[src/rtl/tmlut_pkg.sv]
package tmlut_pkg;
    localparam int DW      = 2;
    localparam int NPI     = 4;
    localparam int NT      = 4;
    localparam int NPAGE   = 4;
    localparam int NSTEP   = 8;
    localparam int SRC_N   = NPI + NT;
    localparam int SELW    = $clog2(SRC_N);
    localparam int PGW     = $clog2(NPAGE);
    localparam int TW      = $clog2(NT);
    localparam int SIW     = $clog2(NSTEP);
    localparam int AW      = PGW + 2 * DW;
    localparam int DEPTH   = 1 << AW;
    localparam int PI_W    = NPI * DW;
    localparam int RES_W   = NT * DW;

    typedef struct packed {
        logic            last;
        logic [PGW-1:0]  page;
        logic [SELW-1:0] sel_a;
        logic [SELW-1:0] sel_b;
        logic [TW-1:0]   dst;
    } step_t;

    localparam int STEP_W  = $bits(step_t);
    localparam int LD_DW   = (STEP_W > DW) ? STEP_W : DW;
    localparam int LD_AW   = (AW > SIW) ? AW : SIW;

    typedef enum logic [1:0] {
        ST_IDLE = 2'd0,
        ST_ADDR = 2'd1,
        ST_WB   = 2'd2,
        ST_FIN  = 2'd3
    } ctrl_state_t;
endpackage

[src/rtl/tmlut_prog_mem.sv]
module tmlut_prog_mem
    import tmlut_pkg::*;
(
    input  logic           clk,
    input  logic           rst_n,
    input  logic           busy_i,
    input  logic           we_i,
    input  logic [SIW-1:0] waddr_i,
    input  step_t          wdata_i,
    input  logic [SIW-1:0] raddr_i,
    output step_t          rdata_o
);
    step_t [NSTEP-1:0] mem_q;

    always_ff @(posedge clk) begin
        if (we_i) begin
            mem_q[waddr_i] <= wdata_i;
        end
    end

    assign rdata_o = mem_q[raddr_i];

    AST_PROG_FROZEN: assert property (@(posedge clk) disable iff (!rst_n)
        busy_i |=> $stable(mem_q));
endmodule

[src/rtl/tmlut_lut_mem.sv]
module tmlut_lut_mem
    import tmlut_pkg::*;
(
    input  logic          clk,
    input  logic          rst_n,
    input  logic          busy_i,
    input  logic          we_i,
    input  logic [AW-1:0] waddr_i,
    input  logic [DW-1:0] wdata_i,
    input  logic          re_i,
    input  logic [AW-1:0] raddr_i,
    output logic [DW-1:0] rdata_o
);
    logic [DEPTH-1:0][DW-1:0] mem_q;
    logic [DW-1:0]            rd_q;

    always_ff @(posedge clk) begin
        if (we_i) begin
            mem_q[waddr_i] <= wdata_i;
        end
    end

    always_ff @(posedge clk) begin
        if (!rst_n) begin
            rd_q <= '0;
        end else if (re_i) begin
            rd_q <= mem_q[raddr_i];
        end
    end

    assign rdata_o = rd_q;

    AST_LUT_FROZEN: assert property (@(posedge clk) disable iff (!rst_n)
        busy_i |=> $stable(mem_q));
endmodule

[src/rtl/tmlut_addr_gen.sv]
module tmlut_addr_gen
    import tmlut_pkg::*;
(
    input  logic [PI_W-1:0]        pi_i,
    input  logic [NT-1:0][DW-1:0]  tmp_i,
    input  step_t                  step_i,
    output logic [AW-1:0]          addr_o
);
    logic [SRC_N-1:0][DW-1:0] src;

    for (genvar g = 0; g < NPI; g++) begin : g_pi_src
        assign src[g] = pi_i[g*DW +: DW];
    end
    for (genvar g = 0; g < NT; g++) begin : g_tmp_src
        assign src[NPI+g] = tmp_i[g];
    end

    logic unused_last;
    logic [TW-1:0] unused_dst;
    assign unused_last = step_i.last;
    assign unused_dst  = step_i.dst;

    assign addr_o = {step_i.page, src[step_i.sel_a], src[step_i.sel_b]};
endmodule

[src/rtl/tmlut_ctrl.sv]
module tmlut_ctrl
    import tmlut_pkg::*;
(
    input  logic           clk,
    input  logic           rst_n,
    input  logic           start_i,
    input  logic           step_last_i,
    input  logic [TW-1:0]  step_dst_i,
    output logic [SIW-1:0] step_idx_o,
    output logic [TW-1:0]  dst_o,
    output logic           accept_o,
    output logic           rd_o,
    output logic           wb_o,
    output logic           fin_o,
    output logic           busy_o
);
    ctrl_state_t    state_q, state_d;
    logic [SIW-1:0] idx_q;
    logic           last_q;
    logic [TW-1:0]  dst_q;
    logic           final_step;

    assign final_step = last_q || (idx_q == SIW'(NSTEP - 1));

    always_ff @(posedge clk) begin
        if (!rst_n) begin
            state_q <= ST_IDLE;
        end else begin
            state_q <= state_d;
        end
    end

    always_comb begin
        state_d = state_q;
        unique case (state_q)
            ST_IDLE: if (start_i) state_d = ST_ADDR;
            ST_ADDR: state_d = ST_WB;
            ST_WB:   state_d = final_step ? ST_FIN : ST_ADDR;
            ST_FIN:  state_d = ST_IDLE;
        endcase
    end

    always_ff @(posedge clk) begin
        if (!rst_n) begin
            idx_q  <= '0;
            last_q <= 1'b0;
            dst_q  <= '0;
        end else begin
            if (state_q == ST_IDLE && start_i) begin
                idx_q <= '0;
            end else if (state_q == ST_WB && !final_step) begin
                idx_q <= idx_q + 1'b1;
            end
            if (state_q == ST_ADDR) begin
                last_q <= step_last_i;
                dst_q  <= step_dst_i;
            end
        end
    end

    always_comb begin
        accept_o   = (state_q == ST_IDLE) && start_i;
        rd_o       = (state_q == ST_ADDR);
        wb_o       = (state_q == ST_WB);
        fin_o      = (state_q == ST_FIN);
        busy_o     = (state_q != ST_IDLE);
        step_idx_o = idx_q;
        dst_o      = dst_q;
    end

    AST_ADDR_THEN_WB: assert property (@(posedge clk) disable iff (!rst_n)
        (state_q == ST_ADDR) |=> (state_q == ST_WB));
    AST_START_ENTERS_ADDR: assert property (@(posedge clk) disable iff (!rst_n)
        (state_q == ST_IDLE && start_i) |=> (state_q == ST_ADDR && idx_q == '0));
    AST_STEP_LIMIT_ENDS: assert property (@(posedge clk) disable iff (!rst_n)
        (state_q == ST_WB && idx_q == SIW'(NSTEP - 1)) |=> (state_q == ST_FIN));
endmodule

[src/rtl/tmlut_compute.sv]
module tmlut_compute
    import tmlut_pkg::*;
(
    input  logic              clk,
    input  logic              rst_n,
    input  logic              start,
    input  logic [PI_W-1:0]   pi,
    output logic              busy,
    output logic              done,
    output logic [RES_W-1:0]  result,
    input  logic              ld_en,
    input  logic              ld_sel,
    input  logic [LD_AW-1:0]  ld_addr,
    input  logic [LD_DW-1:0]  ld_data
);
    logic [PI_W-1:0]       pi_q;
    logic [NT-1:0][DW-1:0] tmp_q;
    logic [RES_W-1:0]      result_q;
    logic                  done_q;

    logic [SIW-1:0] step_idx;
    logic [TW-1:0]  wb_dst;
    logic           accept, rd, wb, fin, busy_w;
    step_t          cur_step;
    logic [AW-1:0]  lut_addr;
    logic [DW-1:0]  lut_data;
    logic           lut_we, prog_we;

    assign lut_we  = ld_en && !ld_sel && !busy_w;
    assign prog_we = ld_en &&  ld_sel && !busy_w;

    tmlut_ctrl u_ctrl (
        .clk         (clk),
        .rst_n       (rst_n),
        .start_i     (start),
        .step_last_i (cur_step.last),
        .step_dst_i  (cur_step.dst),
        .step_idx_o  (step_idx),
        .dst_o       (wb_dst),
        .accept_o    (accept),
        .rd_o        (rd),
        .wb_o        (wb),
        .fin_o       (fin),
        .busy_o      (busy_w)
    );

    tmlut_prog_mem u_prog (
        .clk     (clk),
        .rst_n   (rst_n),
        .busy_i  (busy_w),
        .we_i    (prog_we),
        .waddr_i (ld_addr[SIW-1:0]),
        .wdata_i (step_t'(ld_data[STEP_W-1:0])),
        .raddr_i (step_idx),
        .rdata_o (cur_step)
    );

    tmlut_addr_gen u_agen (
        .pi_i   (pi_q),
        .tmp_i  (tmp_q),
        .step_i (cur_step),
        .addr_o (lut_addr)
    );

    tmlut_lut_mem u_lut (
        .clk     (clk),
        .rst_n   (rst_n),
        .busy_i  (busy_w),
        .we_i    (lut_we),
        .waddr_i (ld_addr[AW-1:0]),
        .wdata_i (ld_data[DW-1:0]),
        .re_i    (rd),
        .raddr_i (lut_addr),
        .rdata_o (lut_data)
    );

    always_ff @(posedge clk) begin
        if (!rst_n) begin
            pi_q  <= '0;
            tmp_q <= '0;
        end else if (accept) begin
            pi_q  <= pi;
            tmp_q <= '0;
        end else if (wb) begin
            tmp_q[wb_dst] <= lut_data;
        end
    end

    always_ff @(posedge clk) begin
        if (!rst_n) begin
            result_q <= '0;
            done_q   <= 1'b0;
        end else begin
            done_q <= fin;
            if (fin) begin
                result_q <= tmp_q;
            end
        end
    end

    assign busy   = busy_w;
    assign done   = done_q;
    assign result = result_q;

    AST_DONE_SINGLE: assert property (@(posedge clk) disable iff (!rst_n)
        done |=> !done);
    AST_RESULT_HELD: assert property (@(posedge clk) disable iff (!rst_n)
        !done |-> $stable(result));
    AST_TEMPS_CLEARED: assert property (@(posedge clk) disable iff (!rst_n)
        accept |=> (tmp_q == '0 && busy));
    AST_IDLE_AT_DONE: assert property (@(posedge clk) disable iff (!rst_n)
        done |-> !busy);
endmodule

[config.mk]
export PLATFORM = sky130hd
export DESIGN_NAME = tmlut_compute
export DESIGN_NICKNAME = d
export VERILOG_FILES = /design/src/rtl/tmlut_pkg.sv /design/src/rtl/tmlut_prog_mem.sv /design/src/rtl/tmlut_lut_mem.sv /design/src/rtl/tmlut_addr_gen.sv /design/src/rtl/tmlut_ctrl.sv /design/src/rtl/tmlut_compute.sv
export SDC_FILE = /design/constraint.sdc
export NUM_CORES = 1
export LEC_CHECK = 0
export BUFFER_PORTS_ARGS = -buffer_cell sky130_fd_sc_hd__buf_2
export CORE_AREA = 10 10 174 176
export CTS_BUF_LIST = sky130_fd_sc_hd__clkbuf_16
export CTS_CLUSTER_SIZE = 28
export DETAILED_ROUTE_END_ITERATION = 10
export DIE_AREA = 0 0 184 186
export SLEW_MARGIN = 20
export SYNTH_ARGS = -nofsm -noshare
export SYNTH_HDL_FRONTEND = slang
export SYNTH_SLANG_ARGS = --single-unit
[constraint.sdc]
create_clock -name clk -period 6.35 [get_ports clk]
set_clock_uncertainty 0.1 [all_clocks]
set_input_delay 1.5875 -clock clk [delete_from_list [all_inputs] [get_ports clk]]
set_output_delay 1.5875 -clock clk [all_outputs]
set_load 0.03 [all_outputs]
==> results by group <==
Synthesis
  – Ys async rst share: 0%
  – Post-synthesis sequential area ratio: between 60 and 70%
  – Synth top area share: approximately three fifths
  – Synth area leader: edfxtp_1
  – Syn nets: about 730
  – Syn Area/Cell: around 15 um2
  – Synth Cell Area: 10500 um2
  – Yosys warning count: 0
  – Synthesized flop and latch total: between 200 and 300
  – Synth area leaders: edfxtp_1, mux2i_1, dfxtp_1
  – Syn Inst Count: roughly 700
  – Post-synth EDFFs: approximately 220
  – Main flop type after synthesis: edfxtp_1
  – Count of cell types in the netlist: 48

Flow run
  – MaxCap Viol Count: 0

Clocking
  – CTS tree: done
  – Clock Path Buffers: 3
  – Resize count post-CTS: 0
  – Clock-pin slew on the worst setup and hold paths: about 0.06 ns
  – Post-CTS Hold Buffers: 0
  – Worst-skew pair later-pin latency: about 0.54 ns
  – Post-CTS setup buffer count: 0
  – Num CTS Buffers: 26
  – Total number of H-tree levels: 1
  – CTS sink cnt: 251
  – Root Buffer: clkbuf_16

Power and ir drop
  – Combinational share of power: 4.9%
  – P_sw: around 730 uW
  – Clock network fraction of total power: 41.1%
  – Overall power: 3370 uW
  – Part of the power in registers: ~54%
  – Leakage: between 0.003 and 0.004 uW
  – Internal power: roughly 2600 uW
  – Switching power as a share of total power: between 20% and 30%
  – PD cells: about 280 nW/um2
  – Worst IR drop on VDD: 220 uV

Cells and area
  – Fin nets: 772
  – Share of cells above drive strength 1: 19.5%
  – N_diodes: 0
  – # fillers: 2400
  – Syn-to-layout area delta: 12.4%

Worst hold path
  – Worst Hold Depth: 2
  – Min-delay worst type: reg -> reg
  – Worst hold start: result[3]

Route
  – Routed vias: 6122
  – DRT antenna net count: 0
  – Vias per inst: between 5 and 6
  – DRC violations left: 0
  – WL per Instance: 21.5 um
  – Detailed-router iteration count before antenna repair: 5
  – Routed WL: around 24000 um
  – Initial DRC count: around 580

Timing
  – Setup TNS: 0 ns
  – # setup viols final: 0
  – Max-slew headroom: roughly 28%
  – Worst-Margin Slew: 1.08 ns
  – Hold Violations, Final: 0
  – Fmax achieved: 0.221 GHz
  – Period utilization: a little under three quarters
  – Max-slew violation total from the final report: 0
  – Fin crit period: 4.53 ns
  – RSZ-0062 raised after global routing: no

Setup path
  – RR Endpoint: u_lut.rdata_o[0]
  – Arrival time worst endpoint: about 4.8 ns
  – Critical Path End: u_lut.rdata_o[0]
  – CP required: roughly 6.6 ns
  – R2r setup slk: about 1.8 ns
  – Worst r2r src: u_ctrl.step_idx_o[0]
  – Critical path endpoint category: flip-flop
  – Reg2Reg Depth: 10
  – Crit path from: u_ctrl.step_idx_o[0]
  – Crit path max fanout: 34
  – CP Launch Type: flip-flop
  – Crit Path Class: reg -> reg

Global route
  – Largest net degree at the start of global routing: between 70 and 80
  – Initial antenna violation count: 0
  – Grt ovf: 0
  – Total Routing Usage GR: 13.8%
  – First-pass GRT wire length: around 37000 um
  – Vias in the first global route: between 6000 and 7000

Floorplan
  – # IOs: 40
  – Die extent in x: 184 um
  – Core ar.: approximately 27000 um2
  – Rows: 60
  – Die area: ~34000 um2
  – Die H: 186 um
  – Starting Density: 39.4%

Run status
  – Status: finished, final reports clean

Placement
  – Global placement routability congestion: 0.862
  – Port Buffers: 39
  – DP Wirelength: 15400 um
synth_stat cells, types with 8 or more instances:
cell and number:
a21boi_0 17, edfxtp_1 216, mux4_2 21, nand3_1 24, mux2_2 34, o22ai_1 24, clkbuf_1 14, nor3_1 8
dfxtp_1 35, nor2_1 91, nand2_1 44, mux2i_1 78
cell type report:
class / count / area, um2 / area share (%)
timing repair buffer: 48 / 268 / 2.26
multi-input combinational: 411 / 3170 / 26.8
clock inverter: 21 / 124 / 1.05
inverter: 2 / 7.51 / 0.0634
sequential: 251 / 7190 / 60.7
clock buffer: 26 / 651 / 5.50
tap: 341 / 427 / 3.60
cell families (layout without fill, tap and decap cells):
logic type               Yosys count  count (layout)  share of synthesized area (%)
AO/OA/AOI/OAI                     70              70                           4.79
XOR/XNOR                           1               1                         0.0832
adder cells (fa/ha/maj)            2               2                          0.238
buffers and inverters             35              97                           1.81
flip-flops                       251             251                           68.2
multiplexers                     137             137                           16.3
AND/OR/NAND/NOR                  201             201                           8.54
critical path, cell delays in order (launching register included):
cell and delay, ns:
dfxtp_1 0.99, mux2i_1 0.19, mux4_2 0.66, mux2i_1 0.19, a22oi_2 0.36, nand2_4 0.41
mux2i_1 0.42, o22ai_1 0.13, or4_1 0.54, a211oi_2 0.23, o211ai_1 0.12
placed cells by master, fill, tap and decap left out, types with 3 or more instances in the layout:
master     synthesis  layout
edfxtp_1         216     216
nor2_1            91      91
mux2i_1           78      78
nand2_1           44      43
buf_2              5      37
mux2_2            34      34
dfxtp_1           35      34
clkbuf_16          0      26
nand3_1           24      24
o22ai_1           24      24
mux4_2            21      21
a21boi_0          17      17
inv_1              2      11
buf_4              7      11
nor3_1             8       8
o21ai_0            7       7
clkinv_1           0       7
nor2b_1            6       6
or3_1              5       5
nand3b_1           5       5
nand2b_1           4       4
nand4_1            3       3
mux2i_4            3       3
a2111oi_0          3       3
a21oi_1            3       3
o211a_1            3       3
state kept, by name, summed over array words and instances, names as in the netlist, 3 cells and up:
name and flops:
u_ctrl.step_idx_o 3, u_prog.mem_q 88, tmp_q 8, u_lut.mem_q 128, result 8, pi_q 8
worst min-delay path by stage:
stage / end / slack [ns]
after CTS: result[2] / 0.37
after global routing: result[2] / 0.39
final: result[3] / 0.37
after floorplan: pi_q[7] / 0.36
after global placement: result[6] / 0.35
after detailed placement: result[2] / 0.36
through the flow:
step                hold slack (ns)  setup WS [ns]  cells  util (%)  area (um2)
floorplan                     0.355           2.86    697         -       10500
CTS                           0.369           1.80   1100      44.3       11800
global placement              0.351           1.86   1053      41.4       11100
global route                  0.388           1.55   1100      44.3       11800
detailed placement            0.361           1.84   1053      41.4       11100
finish                        0.367           1.82   1100      44.3       11800
power groups by stage:
stage          Combinational [uW]  Clock (uW)  Sequential, uW
4_1_cts                       166        1420            1820
3_3_place_gp                  161           0            1850
5_1_grt                       180        1480            1820
3_5_place_dp                  165           0            1850
2_1_floorplan                 109           0            1840
6_report                      166        1390            1820
per-layer routing:
metal | vias up | GRT usage [%] | wire, um
li1 | 2764 | - | -
met1 | 3099 | 18.0 | 10200
met2 | 213 | 23.3 | 11500
met3 | 46 | 2.01 | 1380
met4 | 0 | 4.16 | 508
met5 | - | 0 | 0
Power figures use the tool's default switching activity.
